==> src/rtl/bc_pkg.sv <==
package bc_pkg;
   // Configuration field positions decoded by the register stage
   localparam int BC_EN_BIT    = 0;
   localparam int BC_STOP_BIT  = 1;
   localparam int BC_THR_LSB   = 16;
   // Interrupt status position of the completion flag
   localparam int BC_INT_DONE  = 11;

   typedef enum logic [2:0] {
      ST_IDLE     = 3'd0,
      ST_CLK_LO   = 3'd1,
      ST_CLK_HI   = 3'd2,
      ST_SP_LO    = 3'd3,
      ST_SP_DLO   = 3'd4,
      ST_SP_SETUP = 3'd5,
      ST_FINISH   = 3'd6
   } bc_state_e;

   typedef struct packed {
      logic done;
      logic released;
   } bc_result_t;
endpackage

==> src/rtl/bc_input_sync.sv <==
module bc_input_sync #(
   parameter int STAGES   = 2,
   parameter bit RST_VAL  = 1'b1
) (
   input  logic clk,
   input  logic rst_n,
   input  logic d,
   output logic q
);
   if (STAGES < 1) begin : g_bad_stages
      $error("bc_input_sync: STAGES must be at least 1");
   end

   if (STAGES == 1) begin : g_single
      logic r_q;
      always_ff @(posedge clk or negedge rst_n) begin
         if (!rst_n) r_q <= RST_VAL;
         else        r_q <= d;
      end
      assign q = r_q;
   end else begin : g_chain
      logic [STAGES-1:0] r_chain;
      always_ff @(posedge clk or negedge rst_n) begin
         if (!rst_n) r_chain <= {STAGES{RST_VAL}};
         else        r_chain <= {r_chain[STAGES-2:0], d};
      end
      assign q = r_chain[STAGES-1];
   end
endmodule

==> src/rtl/bc_cfg_regs.sv <==
module bc_cfg_regs
   import bc_pkg::*;
#(
   parameter int DATA_W = 32,
   parameter int CNT_W  = 8
) (
   input  logic              clk,
   input  logic              rst_n,
   input  logic [DATA_W-1:0] wdata,
   input  logic              we,
   input  logic              load_req,
   input  logic              int_ack,
   input  bc_result_t        result,
   output logic              act_en,
   output logic              act_stop,
   output logic [CNT_W-1:0]  act_thr,
   output logic              load_pend,
   output logic [DATA_W-1:0] readback,
   output logic [DATA_W-1:0] int_status,
   output logic              released
);
   localparam int THR_MSB = BC_THR_LSB + CNT_W - 1;

   if (THR_MSB >= DATA_W) begin : g_bad_width
      $error("bc_cfg_regs: pulse limit field does not fit in DATA_W");
   end
   if (BC_INT_DONE >= DATA_W) begin : g_bad_int
      $error("bc_cfg_regs: interrupt bit outside DATA_W");
   end

   // Staging copy keeps only the bits the engine decodes
   logic             stg_en, stg_stop;
   logic [CNT_W-1:0] stg_thr;
   logic             int_done;

   always_ff @(posedge clk or negedge rst_n) begin
      if (!rst_n) begin
         stg_en   <= 1'b0;
         stg_stop <= 1'b0;
         stg_thr  <= '0;
      end else if (we) begin
         stg_en   <= wdata[BC_EN_BIT];
         stg_stop <= wdata[BC_STOP_BIT];
         stg_thr  <= wdata[THR_MSB:BC_THR_LSB];
      end
   end

   // Load handshake: request is latched, then applied on the next edge
   always_ff @(posedge clk or negedge rst_n) begin
      if (!rst_n) load_pend <= 1'b0;
      else        load_pend <= load_req;
   end

   always_ff @(posedge clk or negedge rst_n) begin
      if (!rst_n) begin
         act_en   <= 1'b0;
         act_stop <= 1'b0;
         act_thr  <= '0;
      end else if (load_pend) begin
         act_en   <= stg_en;
         act_stop <= stg_stop;
         act_thr  <= stg_thr;
      end else if (result.done) begin
         act_en   <= 1'b0;
      end
   end

   always_ff @(posedge clk or negedge rst_n) begin
      if (!rst_n)             int_done <= 1'b0;
      else if (result.done)   int_done <= 1'b1;
      else if (int_ack)       int_done <= 1'b0;
   end

   always_ff @(posedge clk or negedge rst_n) begin
      if (!rst_n)           released <= 1'b0;
      else if (result.done) released <= result.released;
   end

   always_comb begin
      readback                       = '0;
      readback[BC_EN_BIT]            = act_en;
      readback[BC_STOP_BIT]          = act_stop;
      readback[THR_MSB:BC_THR_LSB]   = act_thr;
      int_status                     = '0;
      int_status[BC_INT_DONE]        = int_done;
   end
endmodule

==> src/rtl/bc_sequencer.sv <==
module bc_sequencer
   import bc_pkg::*;
#(
   parameter int CNT_W = 8
) (
   input  logic             clk,
   input  logic             rst_n,
   input  logic             tick,
   input  logic             en,
   input  logic             stop_req,
   input  logic [CNT_W-1:0] thr,
   input  logic             sda_s,
   output logic             scl_oe,
   output logic             sda_oe,
   output logic             busy,
   output bc_result_t       result
);
   localparam logic [CNT_W-1:0] ONE = {{(CNT_W-1){1'b0}}, 1'b1};

   bc_state_e        state, state_nx;
   logic [CNT_W-1:0] cnt, lim_q;
   logic             stop_q, rel_q;
   logic             end_clk, freed;

   // Decisions taken at the end of a released phase
   assign freed   = sda_s;
   assign end_clk = freed || (cnt >= lim_q);

   always_comb begin
      state_nx = state;
      if (tick) begin
         unique case (state)
            ST_IDLE:     if (en) state_nx = ST_CLK_LO;
            ST_CLK_LO:   state_nx = ST_CLK_HI;
            ST_CLK_HI:   if (end_clk) state_nx = stop_q ? ST_SP_LO : ST_FINISH;
                         else         state_nx = ST_CLK_LO;
            ST_SP_LO:    state_nx = ST_SP_DLO;
            ST_SP_DLO:   state_nx = ST_SP_SETUP;
            ST_SP_SETUP: state_nx = ST_FINISH;
            ST_FINISH:   state_nx = ST_IDLE;
            default:     state_nx = ST_IDLE;
         endcase
      end else if (state == ST_FINISH) begin
         state_nx = ST_IDLE;
      end
   end

   always_ff @(posedge clk or negedge rst_n) begin
      if (!rst_n) state <= ST_IDLE;
      else        state <= state_nx;
   end

   // Snapshot of the limit and stop request taken when recovery starts
   always_ff @(posedge clk or negedge rst_n) begin
      if (!rst_n) begin
         cnt    <= '0;
         lim_q  <= ONE;
         stop_q <= 1'b0;
         rel_q  <= 1'b0;
      end else if (tick) begin
         if (state == ST_IDLE && en) begin
            cnt    <= '0;
            lim_q  <= (thr == '0) ? ONE : thr;
            stop_q <= stop_req;
            rel_q  <= 1'b0;
         end else if (state == ST_CLK_LO) begin
            cnt    <= cnt + ONE;
         end else if (state == ST_CLK_HI && end_clk) begin
            rel_q  <= freed;
         end
      end
   end

   assign scl_oe          = (state == ST_CLK_LO) || (state == ST_SP_LO) || (state == ST_SP_DLO);
   assign sda_oe          = (state == ST_SP_DLO) || (state == ST_SP_SETUP);
   assign busy            = (state != ST_IDLE);
   assign result.done     = (state == ST_FINISH);
   assign result.released = rel_q;
endmodule

==> src/rtl/i2c_busclr.sv <==
module i2c_busclr
   import bc_pkg::*;
#(
   parameter int DATA_W      = 32,
   parameter int CNT_W       = 8,
   parameter int SYNC_STAGES = 2
) (
   input  logic              clk,
   input  logic              rst_n,
   input  logic              half_tick,
   input  logic [DATA_W-1:0] cfg_wdata,
   input  logic              cfg_we,
   input  logic              cfg_load,
   input  logic              int_ack,
   input  logic              sda_in,
   output logic              cfg_load_pend,
   output logic [DATA_W-1:0] cfg_active,
   output logic [DATA_W-1:0] int_status,
   output logic              clr_released,
   output logic              busy,
   output logic              scl_oe,
   output logic              sda_oe
);
   if (CNT_W < 1) begin : g_bad_cnt
      $error("i2c_busclr: CNT_W must be at least 1");
   end

   logic             sda_s;
   logic             act_en, act_stop;
   logic [CNT_W-1:0] act_thr;
   bc_result_t       result;

   bc_input_sync #(.STAGES(SYNC_STAGES), .RST_VAL(1'b1)) u_sda_sync (
      .clk   (clk),
      .rst_n (rst_n),
      .d     (sda_in),
      .q     (sda_s)
   );

   bc_cfg_regs #(.DATA_W(DATA_W), .CNT_W(CNT_W)) u_regs (
      .clk        (clk),
      .rst_n      (rst_n),
      .wdata      (cfg_wdata),
      .we         (cfg_we),
      .load_req   (cfg_load),
      .int_ack    (int_ack),
      .result     (result),
      .act_en     (act_en),
      .act_stop   (act_stop),
      .act_thr    (act_thr),
      .load_pend  (cfg_load_pend),
      .readback   (cfg_active),
      .int_status (int_status),
      .released   (clr_released)
   );

   bc_sequencer #(.CNT_W(CNT_W)) u_seq (
      .clk      (clk),
      .rst_n    (rst_n),
      .tick     (half_tick),
      .en       (act_en),
      .stop_req (act_stop),
      .thr      (act_thr),
      .sda_s    (sda_s),
      .scl_oe   (scl_oe),
      .sda_oe   (sda_oe),
      .busy     (busy),
      .result   (result)
   );
endmodule

==> config.mk <==
export PLATFORM = sky130hd
export DESIGN_NAME = i2c_busclr
export DESIGN_NICKNAME = d
export VERILOG_FILES = /design/src/rtl/bc_pkg.sv /design/src/rtl/bc_input_sync.sv /design/src/rtl/bc_cfg_regs.sv /design/src/rtl/bc_sequencer.sv /design/src/rtl/i2c_busclr.sv
export SDC_FILE = /design/constraint.sdc
export NUM_CORES = 1
export LEC_CHECK = 0
export BUFFER_PORTS_ARGS = -buffer_cell sky130_fd_sc_hd__buf_4
export CORE_UTILIZATION = 35
export CTS_CLUSTER_DIAMETER = 50
export DETAILED_ROUTE_END_ITERATION = 12
export SLEW_MARGIN = 0
export SYNTH_ARGS = -nofsm -noshare
export SYNTH_HDL_FRONTEND = slang
export SYNTH_HIERARCHICAL = 1
export SYNTH_SLANG_ARGS = --single-unit
==> constraint.sdc <==
create_clock -name clk -period 4.12 [get_ports clk]
set_input_delay 0.206 -clock clk [delete_from_list [all_inputs] [get_ports clk]]
set_output_delay 0.206 -clock clk [all_outputs]
set_load 0.05 [all_outputs]
Yosys cells after proc, flatten, opt, wreduce, memory -nomap -nowiden
Cells that the tools add are included.
{"block": "totals", "inputBits": 39, "output_inout_bits": 69, "register_bits": 46, "word_cells": 59}
{"block": "classes", "n_addsub": 1, "n_eq_ne": 8, "reduce_logical": 18, "muxes": 16, "n_lt_le_gt_ge": 1}
{"op": "$mux 8", "count": 3}
{"op": "$pmux 3 s6", "count": 1}
{"op": "$mux 3", "count": 5}
{"op": "$reduce_bool 2->1", "count": 5}
{"op": "$eq 3x3->1 const B", "count": 3}
{"op": "$add 8x1->8 const B", "count": 1}
{"op": "$ge 8x8->1", "count": 1}
{"op": "$logic_not 8->1", "count": 1}
{"op": "$mux 1", "count": 7}
{"op": "$eq 3x2->1 const B", "count": 2}
{"op": "$reduce_and 2->1", "count": 3}
{"op": "$logic_or 1x1->1", "count": 4}
{"op": "$eq 3x1->1 const B", "count": 1}
{"op": "$logic_not 3->1", "count": 1}
{"op": "$ne 3x3->1 const B", "count": 1}
{"op": "$reduce_and 3->1", "count": 1}
{"op": "$reduce_bool 3->1", "count": 1}
{"op": "$logic_and 1x1->1", "count": 2}
{"op": "$ne 2x1->1 const B", "count": 1}

Logic depth before layout (Yosys ltp)
Gate-level depths: netlist (run 1).
{"block": "depth", "ltp_word": 6, "ltp_mapped": 7}

Cells and area by module
The synthesis (run 1) kept the hierarchy.
{"module": "bc_cfg_regs", "instances": 1, "area_each_um2": 1401.3, "cells_per_inst": 114}
{"module": "bc_sequencer", "instances": 1, "area_each_um2": 1238.7, "cells_per_inst": 133}
{"module": "bc_input_sync", "instances": 1, "area_each_um2": 52.6, "cells_per_inst": 2}

Least setup slack after synthesis (run 1)
OpenSTA, ideal clock, no wires.
{"block": "synth_path", "kind": "register -> output", "start": "register u_seq.state[1]", "end": "output scl_oe", "setup_slack_ps": 1951, "stages_incl_launch_ff": 5, "arrival_ps": 1963, "required_time_ps": 3914, "n_path_buf": 1, "path_cell_list": "dfrtp_1 clkbuf_1 nor2b_1 nand2_1 o21ai_0"}
{"block": "synth_between", "elab_chain_cells": 3}
{"item": "start: declaration", "line": "bc_sequencer.sv:20", "source": "bc_state_e state, state_nx;"}
{"item": "start signal: assignment", "line": "bc_sequencer.sv:50", "source": "else state <= state_nx;"}
{"item": "$eq 3x1->1 / $eq 3x2->1 (equally long branches)", "line": "bc_sequencer.sv:74", "source": "assign scl_oe = (state == ST_CLK_LO) || (state == ST_SP_LO) || (state == ST_SP_DLO);"}
{"item": "$logic_or 1x1->1", "line": "bc_sequencer.sv:74"}
{"item": "$logic_or 1x1->1 (*)", "line": "bc_sequencer.sv:74"}
{"item": "end: declaration", "line": "i2c_busclr.sv:21", "source": "output logic scl_oe,"}
Mark *: on every way between the ends. The rest lies on a longest branch, timed or not.

Worst setup path after layout (run 1)
{"block": "layout_path", "start": "register u_seq.cnt[0]", "end": "register u_seq.state[1]"}
{"block": "layout_between", "elab_chain_cells": 5}
{"item": "start: declaration", "line": "bc_sequencer.sv:21", "source": "logic [CNT_W-1:0] cnt, lim_q;"}
{"item": "start signal: assignment", "line": "bc_sequencer.sv:67", "source": "cnt <= cnt + ONE;"}
{"item": "$ge 8x8->1", "line": "bc_sequencer.sv:27", "source": "assign end_clk = freed || (cnt >= lim_q);"}
{"item": "$logic_or 1x1->1", "line": "bc_sequencer.sv:27"}
{"item": "$mux 3", "line": "bc_sequencer.sv:35", "source": "ST_CLK_HI: if (end_clk) state_nx = stop_q ? ST_SP_LO : ST_FINISH;"}
{"item": "$pmux 3 s6", "line": "bc_sequencer.sv:32", "source": "unique case (state)"}
{"item": "$mux 3", "line": "bc_sequencer.sv:31", "source": "if (tick) begin"}
No other way between the ends.
A chain may end at the register's enable or synchronous reset.

==> summary by stage, run 1 <==
Global routing
The initial antenna violation count is 0. The via count of the first global-routing pass was 1490. In the global route stage, overall resource usage came out at 10.67%. The overall overflow remaining after global route is 0. The first-pass GRT wire length is 6934 µm.

The largest net degree at the start of global routing is 47.

Timing
The worst slew margin relative to its limit is 49.61%. Timing would allow up to 521.4 MHz. Setup violations remaining at the end of the flow were counted as 0.

For the finished layout, the period the worst path requires is 1918 ps. The transition at the pin with the smallest max-transition slack is 755.8 ps. The max-slew violation count is 0. Setup repair after global routing left no endpoint under its margin. Across the routed clock network, the largest skew measured is 6.881 ps. In the post-route analysis, the smallest setup slack over all paths is 2202 ps. The tightest hold path in the finished design has a slack of 131.4 ps. The setup TNS is 0 ps. The post-route fraction of the period consumed by the critical path is 46.55%. The number of endpoints with negative hold slack in the final report was 0.

Floorplan
Pin placement for this block handled 108 I/O pins. The die footprint is 8048 µm². The initial core utilization is 36.73%. The floorplan row count is 31.

The die is 89.71 µm wide. The core area is 7331 µm². In this run the vertical extent of the chip is 89.71 µm.

Critical path
The required time at the worst-slack endpoint is 4310 ps. The delay of the slowest cell on the worst path is 410 ps. The critical path's slowest cell is sky130_fd_sc_hd__dfrtp_1. In this run the critical register-to-register path is launched from u_seq/cnt[0]$_DFFE_PN0P_. The cell family contributing the most delay on the critical path is compound AO/OA/AOI/OAI gates. The critical path is of the register to register type. The top fanout value on the critical path is 4. The combined buffer and inverter count along the critical path is 1. The worst path arrival time is 2110 ps.

STA classifies the critical path endpoint as a register. The startpoint kind of the worst setup timing path is a register. In this run the critical register-to-register path is captured at u_seq/state[1]$_DFFE_PN0P_. The setup slack on the worst flop-to-flop path is 2200 ps. Walking the worst path, the cells encountered are inv_1 > ha_1 > nand2b_4 > a2111oi_2 > o31a_2 > nor3b_1 > a221o_1. The cell count of the worst reg-to-reg path is 7.

CTS
The H-tree level count is 2. The clock tree buffer depth is 2. The clock transition at the registers of the reported paths is 90 ps. TritonCTS created 5 clock buffers. The CTS tree is built. Clock tree synthesis selected as its root buffer the cell sky130_fd_sc_hd__clkbuf_8. The number of sinks on the clock net is 46. At the later pin of the worst-skew pair, clock insertion delay measures 300 ps.

Power and ir drop
After layout, the design draws a total of 0.001694 W. The leakage power figure is 1.437 nW. The net switching power is 0.0006944 W. The share of total power dissipated in sequential elements is 39.3%.

The combinational power share is 40.2%. The worst-case IR drop observed on VDD is 0.2361 mV. The switching share of power is 40.99%.

Power spread over the standard cell area amounts to 593.5 nW/µm². The internal portion of the total power is 0.0009995 W. The share of total power dissipated in the clock network is 20.5%.

Yosys
Synthesis inferred 46 register bits. Summing every instance area after synthesis gives 2693 µm². The synthesized design contains 0 enable-type register cells. After synthesis, the share of flip-flops with an asynchronous set or reset is 100.0%. For this run, the number of Yosys warnings is 6. Among all flip-flop cells after synthesis, the most frequent one is sky130_fd_sc_hd__dfrtp_1.

The fraction of the yosys area taken by sequential cells is 42.89%. The count of mapped cells out of synthesis is 249. Yosys mapped the design onto 42 distinct sky130hd cell types. After synthesis, the mean cell area works out to 10.81 µm².

Routing
The detailed router's first-iteration violation count is 83. The iteration count of the initial detailed-routing pass is 4. After detailed routing, the average wire length per cell comes to 10.92 µm.

The final antenna-violating net count is 0. The routed layout has 1590 vias. In the routed layout, each cell is associated on average with a via count of 4.297. After detailed routing, the number of remaining DRC violations is 0. The total routed wirelength is 4040 µm.

Place
The routability-driven placement congestion ratio is 0.7530. Buffers placed on the I/O ports in this run total 32. Summed over all nets, the half-perimeter wirelength after detailed placement is 2925 µm. The placed cell count is 359. The pre-CTS setup slack is 2212 ps.

Layout
The number of antenna cells inserted is 0. For this run, the post-layout net count is 318. The final cell count without fillers is 370. The fraction of layout cells with a size suffix above 1 is 25.83%.

The area growth from synthesis to layout is 5.995%. The count of filler cells inserted in the layout is 730.

Worst hold path
Along the worst hold path, the cell count comes to 2. The classification of the worst-slack hold path is input pin to register. The startpoint identified for the worst hold timing path is cfg_wdata[21].

For hold timing, the worst endpoint is u_regs/stg_thr[5]$_DFFE_PN0P_.

Job
The count of max-cap constraint violations is 0.

Status
The run finished with clean final reports.
-- power groups by stage --
stage / sequential [W] / clock [W] / combinational (W)
6_report: 0.000666 / 0.000347 / 0.000681
5_1_grt: 0.000684 / 0.000379 / 0.000745
4_1_cts: 0.000666 / 0.000356 / 0.000687
3_5_place_dp: 0.000675 / 0 / 0.000681
3_3_place_gp: 0.000669 / 0 / 0.000670
2_1_floorplan: 0.000642 / 0 / 0.000639
-- cell usage after synthesis, types with 2 or more instances --
library cell	number	area [µm²]
sky130_fd_sc_hd__a21oi_1	5	25.02
sky130_fd_sc_hd__and2_1	3	18.77
sky130_fd_sc_hd__and3_1	3	18.77
sky130_fd_sc_hd__buf_2	3	15.01
sky130_fd_sc_hd__buf_4	65	488.0
sky130_fd_sc_hd__buf_6	3	33.78
sky130_fd_sc_hd__clkbuf_1	2	7.510
sky130_fd_sc_hd__dfrtp_1	43	1076
sky130_fd_sc_hd__dfstp_2	3	78.83
sky130_fd_sc_hd__ha_1	9	112.6
sky130_fd_sc_hd__inv_1	11	41.29
sky130_fd_sc_hd__mux2_2	2	22.52
sky130_fd_sc_hd__mux2_4	18	270.3
sky130_fd_sc_hd__nand2_1	16	60.06
sky130_fd_sc_hd__nand3_1	5	25.02
sky130_fd_sc_hd__nand4_1	4	25.02
sky130_fd_sc_hd__nor2_1	9	33.78
sky130_fd_sc_hd__nor2_2	3	18.77
sky130_fd_sc_hd__nor2b_1	2	12.51
sky130_fd_sc_hd__nor3b_1	2	15.01
sky130_fd_sc_hd__o21ai_0	12	60.06
sky130_fd_sc_hd__xnor2_1	2	17.52
sky130_fd_sc_hd__xor2_1	5	43.79
-- cells by family after synthesis --
kind of cell    count (synthesis)  share of synthesized area (%)
flops                          46                          42.89
compound gates                 29                          7.296
buf+inv                        84                          21.75
other cells                     1                         0.1393
simple gates                   53                          10.59
mux                            20                          10.87
fa+ha+maj                       9                          4.182
xor+xnor                        7                          2.277
-- registers in the layout, summed over array words and instances, names as in the netlist --
name / cells
u_regs/act_stop: 1
u_seq/cnt: 8
u_regs/stg_en: 1
u_regs/released: 1
u_seq/rel_q: 1
u_regs/int_done: 1
u_regs/act_en: 1
u_regs/stg_stop: 1
u_sda_sync/g_chain.r_chain: 2
u_regs/stg_thr: 8
u_seq/stop_q: 1
u_regs/load_pend: 1
u_regs/act_thr: 8
u_seq/lim_q: 8
u_seq/state: 3
-- layer usage --
layer | vias to the layer above | global-route usage, % | share of wire [%]
met3 | 6 | 2.623 | 4.7
met4 | 0 | 3.689 | 0.99
met2 | 59 | 18.59 | 50
li1 | 758 | - | -
met1 | 767 | 12.79 | 45
met5 | - | 0 | 0
-- worst max path at each step --
| stage | endpoint | cells after the start | slack, ps | from |
|---|---|---|---|---|
| 6_report | u_seq/state[1]$_DFFE_PN0P_ | 7 | 2200 | u_seq/cnt[0]$_DFFE_PN0P_ |
| 5_1_grt | u_seq/lim_q[4]$_DFFE_PN0P_ | 3 | 2050 | u_seq/state[2]$_DFFE_PN0P_ |
| 4_1_cts | u_seq/state[1]$_DFFE_PN0P_ | 7 | 2190 | u_seq/cnt[0]$_DFFE_PN0P_ |
| 3_5_place_dp | u_seq/state[1]$_DFFE_PN0P_ | 7 | 2210 | u_seq/cnt[0]$_DFFE_PN0P_ |
| 3_3_place_gp | u_seq/state[1]$_DFFE_PN0P_ | 6 | 2220 | u_seq/lim_q[0]$_DFFE_PN1P_ |
| 2_1_floorplan | scl_oe | 4 | 1950 | u_seq/state[1]$_DFFE_PN0P_ |
-- area by class of cell --
type | instances | area, µm² | area share, %
clock buffer | 7 | 86.33 | 3.025
clock inverter | 1 | 30.03 | 1.052
inverter | 11 | 41.29 | 1.447
multi-input combinational | 171 | 1147 | 40.20
sequential | 46 | 1155 | 40.46
tap | 99 | 123.9 | 4.340
timing repair buffer | 35 | 270.3 | 9.470
-- cells in the final DEF (no fill, tap or decap), types with 4 or more instances in the layout --
cell type | synthesis | routed
sky130_fd_sc_hd__buf_4 | 65 | 32
sky130_fd_sc_hd__clkbuf_8 | 0 | 6
sky130_fd_sc_hd__mux2_4 | 18 | 18
sky130_fd_sc_hd__dfrtp_1 | 43 | 43
sky130_fd_sc_hd__ha_1 | 9 | 9
sky130_fd_sc_hd__nand4_1 | 4 | 4
sky130_fd_sc_hd__a21oi_1 | 5 | 5
sky130_fd_sc_hd__o21ai_0 | 12 | 12
sky130_fd_sc_hd__inv_1 | 11 | 11
sky130_fd_sc_hd__nand3_1 | 5 | 5
sky130_fd_sc_hd__conb_1 | 1 | 53
sky130_fd_sc_hd__xor2_1 | 5 | 5
sky130_fd_sc_hd__nand2_1 | 16 | 16
sky130_fd_sc_hd__nor2_1 | 9 | 9
-- timing repair --
action,CTS,global route
hold buffers,2,1
setup buffers,0,0
resized for setup,0,0
hold endpoints to repair,44,1
-- stage by stage --
stage | util [%] | area, µm²
5_1_grt | 38.93 | 2854
3_5_place_dp | 36.93 | 2708
4_1_cts | 38.80 | 2844
2_1_floorplan | - | 2888
3_3_place_gp | 36.93 | 2708
6_report | 38.93 | 2854
(Power assumes the default switching activity.)
==> run 2: changes to the inputs <==
Clock period 4.12 ns to 1.7 ns, I/O delays scaled along.
==> summary by stage, run 2 (synthesized netlist as in run 1, its figures left out) <==
Place
The pre-CTS setup slack is -95.67 ps (-2308 ps). The number of input and output port buffers inserted is 32 (unchanged). The detailed placement HPWL is 3006 µm (+2.8%). The routability-driven placement congestion ratio is 0.8049 (+6.9%).

Routing
The number of vias per cell is 4.246 (-1.2%). The final antenna-violating net count is 0 (unchanged). The detailed router's first-iteration violation count is 90 (+8.4%). The total routed wirelength is 4153 µm (+2.8%).

The post-detailed-route wirelength per cell was 10.76 µm (-1.5%). The iteration count of the initial detailed-routing pass is 4 (unchanged). The number of vias in the routed layout is 1639 (+3.1%).

The number of remaining DRC errors came to 0 (unchanged).

Critical path
The top fanout value on the critical path came to 3 (-1). The startpoint kind of the worst setup timing path is a register. The worst setup path is of the register to register kind. The required time at the worst-slack endpoint was 1880 ps (-2430 ps).

The kind of capture point of the worst setup path is a register. The worst path arrival time came to 1990 ps (-120 ps).

Layout
The most common cell after layout, fill and taps aside is sky130_fd_sc_hd__conb_1. The fraction of layout cells with a size suffix above 1 was 30.66% (+4.8 points). The final net count is 334 (+5.0%).

The top cell types in the final layout, fill and taps aside, are sky130_fd_sc_hd__conb_1, sky130_fd_sc_hd__buf_4, sky130_fd_sc_hd__dfrtp_1, sky130_fd_sc_hd__mux2_4, sky130_fd_sc_hd__nand2_1. The number of antenna cells inserted is 0 (unchanged). Compared with the post-synthesis result, the final layout area differs by 12.73%.

Status
The flow ran to the end, but the final reports show violations. The final reports fail on setup timing.

Timing
The setup TNS was -230.3 ps (-230.3 ps). The count of final setup violators is 3 (+3). The worst slew margin relative to its limit is 59.90% (+10 points). The clock skew came to 2.105 ps (-4.776 ps). The worst hold slack was 16.91 ps (-114.5 ps). The highest achievable clock rate came to 552.2 MHz (+5.9%). The final critical-path required period is 1811 ps (-106.9 ps). The transition at the pin with the smallest max-transition slack came to 601.5 ps (-154.3 ps). The max-slew violation count is 0 (unchanged). The number of endpoints with negative hold slack in the final report came to 0 (unchanged). The final worst slack is -111.0 ps (-2313 ps). The post-route fraction of the period consumed by the critical path is 106.5% (+60 points).

Setup repair after global routing could not meet its margin everywhere.

CTS
The worst-skew pair later-pin latency is 290 ps (about the same). The root buffer cell is sky130_fd_sc_hd__clkbuf_8. TritonCTS built the clock tree. The clock transition at the registers of the reported paths is 80 ps (about the same). The number of buffers inserted during clock tree synthesis is 5 (unchanged). The H-tree level count is 2 (unchanged). The number of sinks on the clock net is 46 (unchanged). The clock tree buffer depth came to 2 (unchanged).

Floorplan
The initial core utilization is 36.73% (unchanged). The floorplan row count came to 31 (unchanged). The chip width is 89.71 µm (unchanged). The count of pins on the block boundary came to 108 (unchanged).

The die footprint is 8048 µm² (unchanged). The core area is 7331 µm² (unchanged). The height of the die was 89.71 µm (unchanged).

Power and ir drop
The final total power is 0.004296 W (+150%). The maximum ir drop on the vdd rail was 0.4684 mV (+98%). The areal power density over the cells is 1415 nW/µm² (+140%).

The leakage power figure is 1.513 nW (+5.3%).

Global routing
The largest net degree at the start of global routing came to 47 (unchanged). The global routing usage summed across all routing layers is 10.72% (+0.047 points). The initial antenna violation count is 0 (unchanged). The first-pass GRT wire length is 6886 µm (-0.69%). The via count of the first global-routing pass is 1533 (+2.9%). The overall overflow remaining after global route came to 0 (unchanged).

Worst hold path
The classification of the worst-slack hold path is input pin to register.

Job
The count of max-cap constraint violations is 0 (unchanged).
-- run 2: cell types whose count changed in the layout (fill, tap and decap cells not counted), moves of 2 or more --
| cell | before | now |
|---|---|---|
| sky130_fd_sc_hd__ha_4 | 0 | 2 |
| sky130_fd_sc_hd__o21ai_2 | 0 | 2 |
| sky130_fd_sc_hd__o21ai_0 | 12 | 10 |
| sky130_fd_sc_hd__buf_4 | 32 | 43 |
| sky130_fd_sc_hd__ha_1 | 9 | 6 |
| sky130_fd_sc_hd__dlygate4sd3_1 | 3 | 8 |
-- run 2: worst paths after layout --
check                                                          endpoint  slack [ps]                                     from  cells past startpoint
worst min-delay path                      u_regs/stg_thr[5]$_DFFE_PN0P_          20                            cfg_wdata[21]                      2
min in group asynchronous                      u_seq/cnt[7]$_DFFE_PN0P_         350                                    rst_n                      2
worst min register to register  u_sda_sync/g_chain.r_chain[1]$_DFF_PN1_         360  u_sda_sync/g_chain.r_chain[0]$_DFF_PN1_                      0
worst max-delay path                         u_seq/state[1]$_DFFE_PN0P_        -110               u_seq/lim_q[0]$_DFFE_PN1P_                      6
max in group asynchronous       u_sda_sync/g_chain.r_chain[1]$_DFF_PN1_         960                                    rst_n                      2
worst max register to register               u_seq/state[1]$_DFFE_PN0P_        -110               u_seq/lim_q[0]$_DFFE_PN1P_                      6
-- run 2: layout make-up --
cell class | count | area (µm²)
Clock buffer | 6 | 72.57
Tap cell | 99 | 123.9
Fill cell | 720 | 4295
Sequential cell | 46 | 1155
Inverter | 11 | 41.29
Multi-Input combinational cell | 171 | 1202
Clock inverter | 2 | 37.54
Timing Repair Buffer | 51 | 402.9
-- run 2: what timing repair did --
action,CTS,global route
gates cloned,0,0
gates resized for setup,0,5
endpoints found under the hold margin,45,5
setup endpoints to repair,2,4
pin swaps,0,1
hold buffers,3,5
setup buffers,0,1
-- run 2: critical path, stage by stage, from the launching register on --
cell and delay [ps]:
sky130_fd_sc_hd__dfstp_2 560, sky130_fd_sc_hd__ha_4 190, sky130_fd_sc_hd__nand2b_4 140, sky130_fd_sc_hd__a2111oi_4 280
sky130_fd_sc_hd__o31a_2 210, sky130_fd_sc_hd__nor3b_2 60, sky130_fd_sc_hd__a221o_1 260
-- run 2: where the power goes --
| group | switching [W] | internal (W) |
|---|---|---|
| Combinational | 0.00119 | 0.000750 |
| Sequential | 0.000201 | 0.00136 |
| Clock | 0.000356 | 0.000439 |
| Total | 0.00175 | 0.00255 |
-- run 2: routing by layer --
| layer | up-vias | global-route usage, % | wire length, µm |
|---|---|---|---|
| li1 | 784 | - | - |
| met1 | 789 | 13.08 | 1800 |
| met2 | 60 | 18.14 | 2097 |
| met3 | 6 | 2.707 | 206 |
| met4 | 0 | 4.098 | 48 |
| met5 | - | 0 | 0 |
-- run 2: stage by stage --
| step | instances | util [%] | instance area [µm²] |
|---|---|---|---|
| after floorplan | 301 | - | 2924 |
| after CTS | 380 | 40.37 | 2959 |
| after global placement | 369 | 38.45 | 2819 |
| after global routing | 386 | 41.41 | 3035 |
| after detailed placement | 369 | 38.45 | 2819 |
| final | 386 | 41.41 | 3035 |
